File: src/rtl/tmr_pkg.sv
`timescale 1ns/1ps
package tmr_pkg;
  // Register byte offsets (software visible, fixed)
  localparam int OFS_CLEAR  = 'h00;
  localparam int OFS_START  = 'h04;
  localparam int OFS_STOP   = 'h08;
  localparam int OFS_MODE   = 'h0C;
  localparam int OFS_STATUS = 'h10;
  localparam int OFS_COUNT  = 'h14;
  localparam int OFS_TERM   = 'h18;
  localparam int OFS_IRQEN  = 'h1C;
  localparam int OFS_ACK    = 'h20;

  // Status word layout
  localparam int ST_CODE_W   = 4;
  localparam int ST_IDLE     = 1;
  localparam int ST_ACTIVE   = 2;
  localparam int ST_RUN_BIT  = 4;
  localparam int ST_MODE_BIT = 5;
  localparam int ST_IE_BIT   = 6;
  localparam int ST_PEND_BIT = 7;

  // Control-to-datapath strobes
  typedef struct packed {
    logic cntClear;
    logic cntAdvance;
    logic termLoad;
  } tmr_strobe_t;
endpackage

File: src/rtl/tmr_datapath.sv
`timescale 1ns/1ps
module tmr_datapath
  import tmr_pkg::*;
#(
  parameter int DATA_W = 32
) (
  input  logic              clk,
  input  logic              rstN,
  input  tmr_strobe_t       strb,
  input  logic [DATA_W-1:0] wrData,
  output logic [DATA_W-1:0] countVal,
  output logic [DATA_W-1:0] termVal,
  output logic              hitEvt
);
  logic [DATA_W-1:0] countQ;
  logic [DATA_W-1:0] termQ;

  // Match happens on an advancing tick that finds count at terminal
  assign hitEvt = strb.cntAdvance && !strb.cntClear && (countQ == termQ);

  always_ff @(posedge clk) begin
    if (!rstN) begin
      countQ <= '0;
      termQ  <= '1;
    end else begin
      if (strb.termLoad) termQ <= wrData;
      if (strb.cntClear)        countQ <= '0;
      else if (hitEvt)          countQ <= '0;
      else if (strb.cntAdvance) countQ <= countQ + 1'b1;
    end
  end

  assign countVal = countQ;
  assign termVal  = termQ;
endmodule

File: src/rtl/tmr_ctrl.sv
`timescale 1ns/1ps
module tmr_ctrl
  import tmr_pkg::*;
#(
  parameter int ADDR_W = 8,
  parameter int DATA_W = 32
) (
  input  logic              clk,
  input  logic              rstN,
  input  logic              tickEn,
  input  logic [ADDR_W-1:0] regAddr,
  input  logic              regWrite,
  input  logic              wrBit0,
  input  logic              wrBit7,
  input  logic              regRead,
  input  logic [DATA_W-1:0] countVal,
  input  logic [DATA_W-1:0] termVal,
  input  logic              hitEvt,
  output tmr_strobe_t       strb,
  output logic [DATA_W-1:0] regRdata,
  output logic              irqOut,
  output logic              runQ,
  output logic              oneShotQ,
  output logic              irqEnQ,
  output logic              pendQ
);
  logic wrClear, wrStart, wrStop, wrMode, wrTerm, wrIrqEn, wrAck;
  logic [DATA_W-1:0] statusWord;
  logic [DATA_W-1:0] rdMux;

  assign wrClear = regWrite && (regAddr == ADDR_W'(OFS_CLEAR));
  assign wrStart = regWrite && (regAddr == ADDR_W'(OFS_START));
  assign wrStop  = regWrite && (regAddr == ADDR_W'(OFS_STOP));
  assign wrMode  = regWrite && (regAddr == ADDR_W'(OFS_MODE));
  assign wrTerm  = regWrite && (regAddr == ADDR_W'(OFS_TERM));
  assign wrIrqEn = regWrite && (regAddr == ADDR_W'(OFS_IRQEN));
  assign wrAck   = regWrite && (regAddr == ADDR_W'(OFS_ACK)) && wrBit7;

  always_comb begin
    strb            = '0;
    strb.cntClear   = wrClear;
    strb.cntAdvance = runQ && tickEn;
    strb.termLoad   = wrTerm;
  end

  always_ff @(posedge clk) begin
    if (!rstN) begin
      runQ     <= 1'b0;
      oneShotQ <= 1'b0;
      irqEnQ   <= 1'b0;
      pendQ    <= 1'b0;
    end else begin
      if (hitEvt && oneShotQ) runQ <= 1'b0;
      if (wrStop)             runQ <= 1'b0;
      if (wrStart)            runQ <= 1'b1;
      if (wrMode)  oneShotQ <= wrBit0;
      if (wrIrqEn) irqEnQ   <= wrBit0;
      // clear command wins, then a match, then an acknowledge
      if (wrClear)     pendQ <= 1'b0;
      else if (hitEvt) pendQ <= 1'b1;
      else if (wrAck)  pendQ <= 1'b0;
    end
  end

  always_comb begin
    statusWord = '0;
    statusWord[ST_CODE_W-1:0] = runQ ? ST_CODE_W'(ST_ACTIVE) : ST_CODE_W'(ST_IDLE);
    statusWord[ST_RUN_BIT]    = runQ;
    statusWord[ST_MODE_BIT]   = oneShotQ;
    statusWord[ST_IE_BIT]     = irqEnQ;
    statusWord[ST_PEND_BIT]   = pendQ;
  end

  always_comb begin
    case (regAddr)
      ADDR_W'(OFS_STATUS): rdMux = statusWord;
      ADDR_W'(OFS_COUNT):  rdMux = countVal;
      ADDR_W'(OFS_TERM):   rdMux = termVal;
      default:             rdMux = '0;
    endcase
  end

  always_ff @(posedge clk) begin
    if (!rstN)        regRdata <= '0;
    else if (regRead) regRdata <= rdMux;
    else              regRdata <= '0;
  end

  assign irqOut = pendQ && irqEnQ;
endmodule

File: src/rtl/mmio_interval_timer.sv
`timescale 1ns/1ps
module mmio_interval_timer
  import tmr_pkg::*;
#(
  parameter int ADDR_W = 8,
  parameter int DATA_W = 32
) (
  input  logic              clk,
  input  logic              rstN,
  input  logic              tickEn,
  input  logic [ADDR_W-1:0] regAddr,
  input  logic              regWrite,
  input  logic [DATA_W-1:0] regWdata,
  input  logic              regRead,
  output logic [DATA_W-1:0] regRdata,
  output logic              irqOut
);
  tmr_strobe_t       strb;
  logic [DATA_W-1:0] countVal;
  logic [DATA_W-1:0] termVal;
  logic              hitEvt;
  logic              runQ, oneShotQ, irqEnQ, pendQ;

  tmr_ctrl #(.ADDR_W(ADDR_W), .DATA_W(DATA_W)) u_ctrl (
    .clk      (clk),
    .rstN     (rstN),
    .tickEn   (tickEn),
    .regAddr  (regAddr),
    .regWrite (regWrite),
    .wrBit0   (regWdata[0]),
    .wrBit7   (regWdata[ST_PEND_BIT]),
    .regRead  (regRead),
    .countVal (countVal),
    .termVal  (termVal),
    .hitEvt   (hitEvt),
    .strb     (strb),
    .regRdata (regRdata),
    .irqOut   (irqOut),
    .runQ     (runQ),
    .oneShotQ (oneShotQ),
    .irqEnQ   (irqEnQ),
    .pendQ    (pendQ)
  );

  tmr_datapath #(.DATA_W(DATA_W)) u_dp (
    .clk      (clk),
    .rstN     (rstN),
    .strb     (strb),
    .wrData   (regWdata),
    .countVal (countVal),
    .termVal  (termVal),
    .hitEvt   (hitEvt)
  );
endmodule

File: config.mk
export PLATFORM = sky130hd
export DESIGN_NAME = mmio_interval_timer
export DESIGN_NICKNAME = d
export VERILOG_FILES = /design/src/rtl/tmr_pkg.sv /design/src/rtl/tmr_datapath.sv /design/src/rtl/tmr_ctrl.sv /design/src/rtl/mmio_interval_timer.sv
export SDC_FILE = /design/constraint.sdc
export NUM_CORES = 1
export LEC_CHECK = 0
export BUFFER_PORTS_ARGS = -buffer_cell sky130_fd_sc_hd__buf_2
export CORE_ASPECT_RATIO = 1.5
export CORE_MARGIN = 3
export CORE_UTILIZATION = 55
export DETAILED_ROUTE_END_ITERATION = 10
export PLACE_DENSITY = 0.84
export SYNTH_ARGS = -nofsm -noshare
export SYNTH_HDL_FRONTEND = slang
export SYNTH_SLANG_ARGS = --single-unit
export TNS_END_PERCENT = 50
File: constraint.sdc
create_clock -name clk -period 2.3 [get_ports clk]
set_input_delay 0.345 -clock clk [delete_from_list [all_inputs] [get_ports clk]]
set_output_delay 0.345 -clock clk [all_outputs]
set_load 0.05 [all_outputs]
==> results of run 1 <==
placed cells by master (no fill, tap or decap), types with 2 or more instances in the layout:
cell       instances
xor2_1            52
and3_1             6
buf_12             2
a21oi_1            2
xnor2_1           10
buf_4             13
nand2_1           80
clkbuf_16          9
a222oi_1           4
nor3_2             2
clkbuf_8           2
nor4_1             9
clkinv_2           4
and4_1             4
dfxtp_1          100
nor2_1            37
nand3_1           48
or3_1              2
mux2i_1            3
nor2b_1            3
nor3_1            35
and2_1             5
a31oi_1            2
a22oi_1           28
buf_2             77
nand4_1           20
inv_1              2
sequential cells by signal (all words and copies together), names as in the netlist:
register / flops
u_ctrl.runQ: 1
u_dp.countVal: 32
u_ctrl.oneShotQ: 1
u_dp.termVal: 32
u_ctrl.pendQ: 1
u_ctrl.regRdata: 32
u_ctrl.irqEnQ: 1
routing by layer:
layer	vias up	track usage, %	wire length, µm
li1	1868	-	-
met1	1836	27.8	4390
met2	177	46.7	5850
met3	32	6.03	768
met4	0	13.7	442
met5	-	0	0
kinds of logic after synthesis:
group                    after synthesis  synth area share [%]
buffers and inverters                 41                  4.57
XOR/XNOR                              63                  12.9
flip-flops                           100                  46.0
adder cells (fa/ha/maj)                1                 0.287
AND/OR/NAND/NOR                      256                  28.8
AO/OA/AOI/OAI                         39                  6.84
multiplexers                           3                 0.690
path summary, 6_finish.rpt:
check,startpoint,to,depth (start not counted)
worst min register to register,u_dp.termVal[29]$_SDFFE_PN1P_,u_dp.termVal[29]$_SDFFE_PN1P_,2
worst max-delay path,u_dp.countVal[15]$_SDFFE_PP0N_,u_dp.countVal[1]$_SDFFE_PP0N_,6
worst min-delay path,regWdata[26],u_dp.termVal[26]$_SDFFE_PN1P_,3
worst max register to register,u_dp.countVal[15]$_SDFFE_PP0N_,u_dp.countVal[1]$_SDFFE_PP0N_,6
layout make-up:
cell class,instances,area (µm²)
multi-input cells,362,2150
repair buffers,92,523
flip-flops and latches,100,2000
fillers,646,2550
clock buffers,11,253
inverters,2,7.51
well taps,102,128
clock inverters,5,50.0
stage by stage:
step	hold WS [ns]	util, %	power (mW)	instances
global placement	0.481	62.8	1.86	658
finish	0.200	66.7	3.35	674
CTS	0.197	66.7	3.36	674
detailed placement	0.487	62.8	1.86	658
global route	0.210	66.7	3.44	674
floorplan	0.435	-	1.81	503
report_power, final:
group / total [mW] / switching [mW] / internal, mW / leakage [nW]
Combinational: 0.0911 / 0.0504 / 0.0406 / 1.12
Sequential: 1.73 / 0.00170 / 1.73 / 0.806
Clock: 1.53 / 0.632 / 0.894 / 0.155
worst max-delay path, cell delays in order (launching register included):
cell and delay (ns):
dfxtp_1 0.46, xor2_1 0.12, nor4_1 0.36, nand4_1 0.20, nor4_4 0.33, buf_4 0.32
nor3_1 0.10
==> impl_metrics.yaml, run 1 <==
routing:
  drt_pass1_iterations: 5
  wl_per_cell_um: 17.0
  num_vias: 3913
  ant_nets: 0
  drc: 0
  vias_per_cell: 5.81
  totalWireLength_um: 11500
  drtIter0Drc: 299
pwr:
  p_leak_nw: 2.08
  p_per_area_nw_per_um2: 655
  worst_ir_drop_vdd_v: 0.000418
die:
  initial_core_util_pct: 56.8
  die_height_um: 115
  boundaryPins: 78
  die_x_um: 78.6
  row_count: 39
  die-area_um2: 9040
  core_area_um2: 7660
setup_path:
  r2r_slack_ns: 0.28
  cp.required_ns: 2.53
  worstSetupEndpointType: "flop"
  cp_max_fo: 23
  worstPathArrival_ns: 2.25
  setup.worst_path.start_class: "flop"
  critPathKind: "flop to flop"
synth:
  ys_warn_count: 0
  ys_top_cells_by_area: "dfxtp_1, xor2_1, nand2_1"
  synthesis.nets: 549
  ys_ff_latch: 100
  synth_edf_count: 0
  ys_types: 35
  syn_inst: 503
  synth_top_area_share_pct: 46.0
  async_flop_share_pct: 0
  synthFlopType: "dfxtp_1"
  syn_area_um2: 4350
  avgSynthCellArea_um2: 8.65
  yosys.area.top_type: "dfxtp_1"
  synth.most_common_cell: "dfxtp_1"
  yosysSeqAreaShare_pct: 46.0
  synth_common_cells: "dfxtp_1, nand2_1, xor2_1, nand3_1, nor2_1"
grt:
  antenna_found_initial: 0
  grt_pass1_wl_um: 18100
  grt_max_degree: 34
  track_usage_pct: 25.9
  grt_pass1_vias: 3838
  grt_overflow_total: 0
sta:
  slew_headroom_pct: 55.3
  finClkSkew_ns: 0.00727
  post-route-period-util_pct: 87.9
  fin_setup_tns_ns: 0
  fin_ws_ns: 0.279
  finalSetupViolCount: 0
  final-hold-violation-count: 0
  rsz0062_at_grt: "no"
  tightest_slew_ns: 0.667
  report.final.slew_viol_count: 0
  min_period_ns: 2.02
  fmax_mhz: 495
clock_tree:
  postCtsSetupRepairBufs: 0
  hold_buffers: 0
  cts-root-buf: "clkbuf_16"
  numCtsBuffers: 9
  htree_num_levels: 3
  cts_tree: "done"
  cts_num_sinks: 100
  ctsResizeCount: 0
  worstSkewPairLatency_ns: 0.35
  clock_path_buffers: 2
  cts.clk_slew.worst_paths_ns: 0.07
cells_and_area:
  fin_area_um2: 5110
  drive_gt1_share_pct: 20.1
  nets: 613
  n_antenna_cell: 0
  syn2layout_area_growth_pct: 17.5
hold_path:
  hold_path_class: "input pin to flop"
placement:
  hpwl_um: 7710
  place_congestion: 0.915
  postPlaceCellArea_um2: 4810
  place_ws_ns: 0.306
  io_buffer_count: 77
run:
  drv_cap: 0
outcome:
  status: "completed"
(Power assumes the default switching activity.)
==> run 2, diff against run 1 <==
- REMOVE_ABC_BUFFERS: unset -> 1
==> run 2 against run 1 <==
  * Clock power shrank 6%
  * Sequential share of layout area up 0.23 points
  * Core utilization down 0.39 points
  * Count of clock-buffer cells in the layout is 4 higher
  * Design area decreased by 0.59%
  * Sequential cell count unchanged
==> impl_metrics.yaml, run 2 (synthesis gave the netlist of run 1 again) <==
outcome:
  status: "completed"
sta:
  final-hold-violation-count: 0
  post-route-period-util_pct: 93.0
  report.final.slew_viol_count: 0
  tightest_slew_ns: 0.695
  min_period_ns: 2.14
  finalSetupViolCount: 0
  hold_slack_ns: 0.204
  rsz0062_at_grt: "no"
  finClkSkew_ns: 0.00458
  fmax_mhz: 468
  slew_headroom_pct: 53.4
die:
  core_area_um2: 7660
  die_x_um: 78.6
  boundaryPins: 78
  die_height_um: 115
  initial_core_util_pct: 56.8
  die-area_um2: 9040
  row_count: 39
placement:
  io_buffer_count: 77
  postPlaceCellArea_um2: 4800
  hpwl_um: 7390
  place_inst: 660
  place_congestion: 0.911
setup_path:
  path_delay_family: "simple AND/OR/NAND/NOR gates"
  cp.required_ns: 2.52
  worstPathCellList: "xor2_1 -> nor4_1 -> nand4_1 -> nor4_4 -> buf_4 -> nor3_1"
  setup.worst_path.start_class: "flop"
  cp.depth: 6
  critPathSlowestCell: "dfxtp_1"
  max_stage_delay_ns: 0.51
  cp_max_fo: 22
  critPathKind: "flop to flop"
  path_buf_inv: 1
  worstPathArrival_ns: 2.35
  ff2ff_path_depth: 6
  worstSetupEndpointType: "flop"
clock_tree:
  hold_buffers: 0
  clock_path_buffers: 2
  cts_tree: "done"
  cts-root-buf: "clkbuf_16"
  postCtsSetupRepairBufs: 0
  htree_num_levels: 3
  ctsResizeCount: 0
  cts.clk_slew.worst_paths_ns: 0.06
  worstSkewPairLatency_ns: 0.35
  cts_num_sinks: 100
  numCtsBuffers: 9
cells_and_area:
  layout_commonest_cell: "dfxtp_1"
  final_cell_mix: "dfxtp_1, nand2_1, buf_2"
  syn2layout_area_growth_pct: 16.8
  seqCellArea_um2: 2000
  n_antenna_cell: 0
  fillers: 633
  fin_area_um2: 5080
  nets: 615
  stdcell_count: 676
  multi_input_area_um2: 2150
  drive_gt1_share_pct: 19.9
grt:
  grtUsageMet2_pct: 43.4
  grt_overflow_total: 0
  grt_max_degree: 33
  grt_use_met3_pct: 4.94
  busiest_layer: "met2"
  grt_pass1_wl_um: 17600
  grt_pass1_vias: 3781
  grt_use_met1_pct: 27.6
  antenna_found_initial: 0
  track_usage_pct: 24.4
routing:
  drt_pass1_iterations: 5
  vias_per_cell: 5.71
  drc: 0
  ant_nets: 0
  drtIter0Drc: 308
  num_vias: 3858
  wl_per_cell_um: 15.8
  totalWireLength_um: 10700
pwr:
  p_leak_nw: 2.07
  total_power_mw: 3.26
  worst_ir_drop_vdd_v: 0.000435
  p_per_area_nw_per_um2: 641
hold_path:
  hold_path_class: "input pin to flop"
  holdPathStages: 3
run:
  drv_cap: 0
==> run 2: cell count changes in the layout (fill, tap and decap cells not counted), sizes merged <==
cell / before / now
clkinv: 4 / 1
buf: 92 / 94
bufinv: 1 / 0
clkbuf: 11 / 15
==> run 2: worst min-delay path: stages <==
cell and delay [ns]:
buf_2 0.08, nand2_1 0.04, nand3_1 0.06
==> run 2: area by class of cell <==
cell class / count / share of cell area [%]
well taps: 102 / 2.51
clock buffers: 15 / 5.46
flip-flops and latches: 100 / 39.4
clock inverters: 1 / 0.0984
inverters: 2 / 0.148
multi-input cells: 362 / 42.3
repair buffers: 94 / 10.1
==> run 2: final timing paths <==
check / startpoint / to / slack, ns
setup / recovery: u_dp.countVal[11]$_SDFFE_PP0N_ / u_dp.countVal[6]$_SDFFE_PP0N_ / 0.16
setup reg to reg: u_dp.countVal[11]$_SDFFE_PP0N_ / u_dp.countVal[6]$_SDFFE_PP0N_ / 0.16
hold reg to reg: u_ctrl.oneShotQ$_SDFFE_PN0P_ / u_ctrl.runQ$_SDFFE_PN0P_ / 0.49
hold / removal: regWdata[4] / u_dp.termVal[4]$_SDFFE_PN1P_ / 0.20
==> run 2: per-layer routing <==
metal / wire (µm) / up-vias / part of all wire, %
li1: - / 1877 / -
met1: 4220 / 1814 / 40
met2: 5460 / 141 / 51
met3: 662 / 26 / 6.2
met4: 305 / 0 / 2.9
met5: 0 / - / 0
==> run 2: per-stage QoR <==
stage	setup WS (ns)	TNS, ns	utilization [%]
final	0.162	0	66.4
after global routing	0.0411	0	66.4
after CTS	0.217	0	66.4
after detailed placement	0.238	0	62.7
after global placement	0.342	0	62.7
after floorplan	-0.156	-5.67	-
==> run 2: where the power goes <==
part           internal [mW]  switching [mW]  leakage, nW  total, mW
Clock                  0.822           0.616        0.140       1.44
Combinational         0.0381          0.0477         1.12     0.0858
Sequential              1.73         0.00165        0.806       1.73
